File: src/rtl/usb_frame_timer_pkg.sv
// Package: shared field geometry and command codes for the frame timer.
// Assumes a 32-bit register with the interval field in the low bits.
package usb_frame_timer_pkg;
    localparam int FT_DATA_W   = 32;
    localparam int FT_IVL_W    = 14;
    localparam int FT_PKT_W    = 15;
    localparam int FT_PKT_LSB  = 16;
    localparam int FT_CMD_W    = 8;
    localparam int FT_REG_ADDR = 'h0D;
    localparam int FT_RST_IVL  = 11999;
endpackage

File: src/rtl/usb_frame_timer_regs.sv
// Register port: decodes commands, holds the staged interval and packet limit,
// and returns the staged word on reads. Assumes one command per cycle.
module usb_frame_timer_regs
    import usb_frame_timer_pkg::*;
#(
    parameter int DATA_W  = FT_DATA_W,
    parameter int IVL_W   = FT_IVL_W,
    parameter int PKT_W   = FT_PKT_W,
    parameter int PKT_LSB = FT_PKT_LSB,
    parameter int CMD_W   = FT_CMD_W,
    parameter int ADDR    = FT_REG_ADDR,
    parameter int RST_IVL = FT_RST_IVL
) (
    input  logic              clk,
    input  logic              rst_n,
    input  logic              cs,
    input  logic [CMD_W-1:0]  cmd,
    input  logic [DATA_W-1:0] wdata,
    output logic [DATA_W-1:0] rdata,
    output logic [IVL_W-1:0]  stg_ivl,
    output logic [PKT_W-1:0]  stg_pkt
);
    localparam int ADDR_W = CMD_W - 1;

    logic              hit;
    logic              wr_en;
    logic              rd_en;
    logic [DATA_W-1:0] word;

    // Decode: address match on low bits, direction from the top bit.
    always_comb begin
        hit   = cs && (cmd[ADDR_W-1:0] == ADDR_W'(ADDR));
        wr_en = hit && cmd[CMD_W-1];
        rd_en = hit && !cmd[CMD_W-1];
    end

    // Pack the staged fields; reserved positions stay zero.
    always_comb begin
        word = '0;
        word[IVL_W-1:0]       = stg_ivl;
        word[PKT_LSB +: PKT_W] = stg_pkt;
    end

    // Staged register update on writes.
    always_ff @(posedge clk) begin
        if (!rst_n) begin
            stg_ivl <= IVL_W'(RST_IVL);
            stg_pkt <= '0;
        end else if (wr_en) begin
            stg_ivl <= wdata[IVL_W-1:0];
            stg_pkt <= wdata[PKT_LSB +: PKT_W];
        end
    end

    // Read data capture, held between reads.
    always_ff @(posedge clk) begin
        if (!rst_n) begin
            rdata <= '0;
        end else if (rd_en) begin
            rdata <= word;
        end
    end
endmodule

File: src/rtl/usb_frame_timer_count.sv
// Frame counter: counts bit-time enables down, strobes at expiry and loads the
// staged interval and packet limit. Assumes bit_en is at most one per cycle.
module usb_frame_timer_count
    import usb_frame_timer_pkg::*;
#(
    parameter int IVL_W   = FT_IVL_W,
    parameter int PKT_W   = FT_PKT_W,
    parameter int RST_IVL = FT_RST_IVL
) (
    input  logic             clk,
    input  logic             rst_n,
    input  logic             bit_en,
    input  logic [IVL_W-1:0] ld_ivl,
    input  logic [PKT_W-1:0] ld_pkt,
    output logic             sof,
    output logic [PKT_W-1:0] pkt_q,
    output logic [IVL_W-1:0] cnt_q
);
    logic expire;

    // Expiry: counter at zero on an enabled bit time.
    always_comb expire = bit_en && (cnt_q == '0);

    // Down-count, strobe and boundary load of the staged values.
    always_ff @(posedge clk) begin
        if (!rst_n) begin
            cnt_q <= IVL_W'(RST_IVL);
            pkt_q <= '0;
            sof   <= 1'b0;
        end else begin
            sof <= expire;
            if (expire) begin
                cnt_q <= ld_ivl;
                pkt_q <= ld_pkt;
            end else if (bit_en) begin
                cnt_q <= cnt_q - 1'b1;
            end
        end
    end
endmodule

File: src/rtl/usb_frame_timer.sv
// Top: frame interval timer with staged register and boundary-applied reload.
// Assumes a synchronous active-low reset and a bit-time enable from outside.
module usb_frame_timer
    import usb_frame_timer_pkg::*;
#(
    parameter int DATA_W  = FT_DATA_W,
    parameter int IVL_W   = FT_IVL_W,
    parameter int PKT_W   = FT_PKT_W,
    parameter int PKT_LSB = FT_PKT_LSB,
    parameter int CMD_W   = FT_CMD_W,
    parameter int ADDR    = FT_REG_ADDR,
    parameter int RST_IVL = FT_RST_IVL
) (
    input  logic              clk,
    input  logic              rst_n,
    input  logic              bit_en,
    input  logic              reg_cs,
    input  logic [CMD_W-1:0]  reg_cmd,
    input  logic [DATA_W-1:0] reg_wdata,
    output logic [DATA_W-1:0] reg_rdata,
    output logic              sof_pulse,
    output logic [PKT_W-1:0]  max_pkt
);
    logic [IVL_W-1:0] stg_ivl;
    logic [PKT_W-1:0] stg_pkt;
    logic [IVL_W-1:0] cnt_q;

    usb_frame_timer_regs #(
        .DATA_W(DATA_W), .IVL_W(IVL_W), .PKT_W(PKT_W), .PKT_LSB(PKT_LSB),
        .CMD_W(CMD_W), .ADDR(ADDR), .RST_IVL(RST_IVL)
    ) regs_i (
        .clk(clk), .rst_n(rst_n), .cs(reg_cs), .cmd(reg_cmd),
        .wdata(reg_wdata), .rdata(reg_rdata),
        .stg_ivl(stg_ivl), .stg_pkt(stg_pkt)
    );

    usb_frame_timer_count #(
        .IVL_W(IVL_W), .PKT_W(PKT_W), .RST_IVL(RST_IVL)
    ) count_i (
        .clk(clk), .rst_n(rst_n), .bit_en(bit_en),
        .ld_ivl(stg_ivl), .ld_pkt(stg_pkt),
        .sof(sof_pulse), .pkt_q(max_pkt), .cnt_q(cnt_q)
    );
endmodule

File: config.mk
export PLATFORM = sky130hd
export DESIGN_NAME = usb_frame_timer
export DESIGN_NICKNAME = d
export VERILOG_FILES = /design/src/rtl/usb_frame_timer_pkg.sv /design/src/rtl/usb_frame_timer_regs.sv /design/src/rtl/usb_frame_timer_count.sv /design/src/rtl/usb_frame_timer.sv
export SDC_FILE = /design/constraint.sdc
export NUM_CORES = 1
export LEC_CHECK = 0
export BUFFER_PORTS_ARGS = -buffer_cell sky130_fd_sc_hd__buf_4
export CAP_MARGIN = 0
export CORE_MARGIN = 3
export CORE_UTILIZATION = 47
export DETAILED_ROUTE_END_ITERATION = 16
export PLACE_DENSITY = 0.8
export SETUP_SLACK_MARGIN = 0.1
export SYNTH_ARGS = -nofsm -noshare
export SYNTH_HDL_FRONTEND = slang
export SYNTH_SLANG_ARGS = --single-unit
export TNS_END_PERCENT = 100
File: constraint.sdc
create_clock -name clk -period 1.75 [get_ports clk]
set_input_delay 0.175 -clock clk [delete_from_list [all_inputs] [get_ports clk]]
set_output_delay 0.175 -clock clk [all_outputs]
set_load 0.005 [all_outputs]
==> out/results.txt <==
Detail Route Antenna Nets: 0
Reg power frac: 56.2%
Pleak: 2.11 nW
Max VDD drop: 0.633 mV
# hold bufs at CTS: 0
Clk pwr share: 38.9%
vias per std cell: 5.31
Post-Synthesis Cells: 382
IO Count: 92
Min Hold Slack: 0.0265 ns
sequential area share after synthesis: 48.8%
outcome: complete, no violations
Fin. Hold Viols: 0
most common cell after layout, fill and taps aside: buf_4
Area growth syn-to-layout: 31.8%
grt total ovfl: 0
GPL Wtd Cong: 0.846
Vias: 3,102
switching share of power: 23.0%
I/O Buffers: 85
Initial DRT Pass Iterations: 4
CTS tree: yes
Clock Latency Late Sink: 0.35 ns
asr flop ratio synth: 0%
CTS sink cnt: 88
CP required: 2.02 ns
Power Dens Cells: 755 nW/um^2
Comb power frac: 4.9%
DR DRC count: 0
crit path DAT: 1.91 ns
fmax: 611 MHz
yosys warns: 0
worst-path fanout max: 20
Clock Skews: 0.00876 ns
Netlist cell types: 46
Clock Tree Root: clkbuf_8
diode count: 0
setup ws final: 0.114 ns
Switching Power: 0.825 mW
flops & latches, synth: 88
GRT Util Overall: 19.9%
Syn Area/Cell: 9.44 sq um
TritonCTS buffer count: 9
RSZ-0062 raised after global routing: yes
CTS max path bufs: 2
clock-pin slew of the registers on the worst-case setup and hold paths: 0.09 ns
die area: 8760 sq um
DR WL/cell: 15.0 microns
Synth Cell Area: 3610 sq um
Filler cells: 593
FP Rows: 31
Starting Density: 49.2%
largest net degree at the start of global routing: 53
Final Cycle Share: 93.5%
H-tree levels: 3
Synth Flop Type: dfxtp_1
commonest non-fill, non-tap cells in the layout: buf_4 (104), dfxtp_1 (86), mux2i_1 (62)
Setup crit end kind: register
Place WS: 0.0270 ns
setup_tns: 0 ns
Die W: 93.6 microns
internal cell power: 2.76 mW
hpwl dp: 5.94 mm
Post-synth EDFFs: 0
die height: 93.6 microns
antenna violations before repair: 0
WS Path Type: register to register
DRT Wirelength: 8.73 mm
min-delay worst type: input pin to register
share of cells above drive strength 1: 30.3%
Max Transition Viols Final: 0
Pwr Total: 3.59 mW
Final setup viols: 0
# nets final: 526
max cap viols: 0
1st-iter DRT viols: 227
vias in the first global route: 2,964
Core Util, Final: 64.8%
global-route wire length before repair: 13.9 mm
fin crit period: 1.64 ns
core box area: 7330 sq um
Worst setup SP type: register
## synth_stat cells (2+ instances only)
cell type  count  area, sq um
nand3_1        8         40.0
and3b_1        2         17.5
buf_2          6         30.0
a211oi_1       2         15.0
nor3_1         6         30.0
a21oi_1       20          100
nor4b_1        3         26.3
buf_6          3         33.8
a32oi_1        4         35.0
nand3b_1       3         22.5
mux2i_1       62          621
nor3_2         3         30.0
dfxtp_1       88         1760
nor2_1        55          206
nand2_1       48          180
o211ai_1       4         30.0
buf_4          5         37.5
clkbuf_1      11         41.3
a2bb2oi_1      2         17.5
o31ai_1        3         22.5
inv_1          6         22.5
o21ai_1        2         10.0
or3_1          3         18.8
ha_1           2         25.0
o22ai_1        2         12.5
nand4_1        2         12.5
nand2b_1       2         12.5
o21ai_0        7         35.0
## layout make-up
cell class,count,area [sq um],area share (%)
clock inverter,7,71.3,1.50
sequential,88,1760,37.1
tap,99,124,2.61
timing repair buffer,109,872,18.3
clock buffer,9,124,2.61
inverter,8,30.0,0.632
multi-input combinational,264,1770,37.2
## through the flow
step / instances / cell area [sq um]
global placement: 563 / 4440
finish: 584 / 4750
floorplan: 384 / 3610
CTS: 581 / 4670
detailed placement: 563 / 4440
global route: 584 / 4750
## timing repair
| item | in CTS | in global routing |
|---|---|---|
| setup endpoints to repair | 13 | 21 |
| gates cloned | 1 | 0 |
| buffers inserted | 1 | 3 |
| pin swaps | 2 | 3 |
| gates resized for setup | 2 | 13 |
## worst paths after layout
| kind | from | endpoint | slack (ns) | cells past startpoint |
|---|---|---|---|---|
| setup / recovery | count_i.cnt_q[9]$_SDFFE_PN1P_ | count_i.cnt_q[2]$_SDFFE_PN1P_ | 0.11 | 5 |
| hold / removal | reg_wdata[2] | regs_i.stg_ivl[2]$_SDFFE_PN1P_ | 0.03 | 3 |
| setup reg to reg | count_i.cnt_q[9]$_SDFFE_PN1P_ | count_i.cnt_q[2]$_SDFFE_PN1P_ | 0.11 | 5 |
| hold reg to reg | count_i.pkt_q[4]$_SDFFE_PN0P_ | count_i.pkt_q[4]$_SDFFE_PN0P_ | 0.46 | 2 |
## state kept, by name, indices dropped and copies added, names as in the netlist
name and count:
count_i.sof 1, regs_i.stg_pkt 15, count_i.pkt_q 15, count_i.cnt_q 14
regs_i.rdata 29, regs_i.stg_ivl 14
## metal layers
| metal | track usage [%] | part of all wire, % |
|---|---|---|
| met4 | 7.70 | 1.2 |
| met3 | 6.68 | 9.6 |
| met1 | 24.7 | 40 |
| met5 | 0 | 0 |
| met2 | 31.9 | 49 |
## critical path, stage by stage, from the launching register on
cell,delay [ns]
dfxtp_1,0.38
nor4_1,0.43
and4_1,0.30
buf_12,0.17
o21ai_1,0.07
a32oi_1,0.20
## power groups by stage
stage	Clock [mW]	Combinational (mW)	Sequential, mW
finish	1.40	0.174	2.02
detailed placement	0	0.170	2.06
global route	1.51	0.189	2.02
floorplan	0	0.0677	2.06
global placement	0	0.168	2.06
CTS	1.43	0.170	2.02
## logic make-up (layout without fill, tap and decap cells)
group / count (synthesis) / count (layout) / share of synthesized area (%)
other: 1 / 3 / 0.104
buffers and inverters: 33 / 133 / 4.79
AND/OR/NAND/NOR: 145 / 146 / 19.5
flip-flops: 88 / 88 / 48.8
adder cells (fa/ha/maj): 2 / 2 / 0.694
AO/OA/AOI/OAI: 51 / 51 / 8.88
multiplexers: 62 / 62 / 17.2
Note: power is estimated with default switching activity, not from simulation.
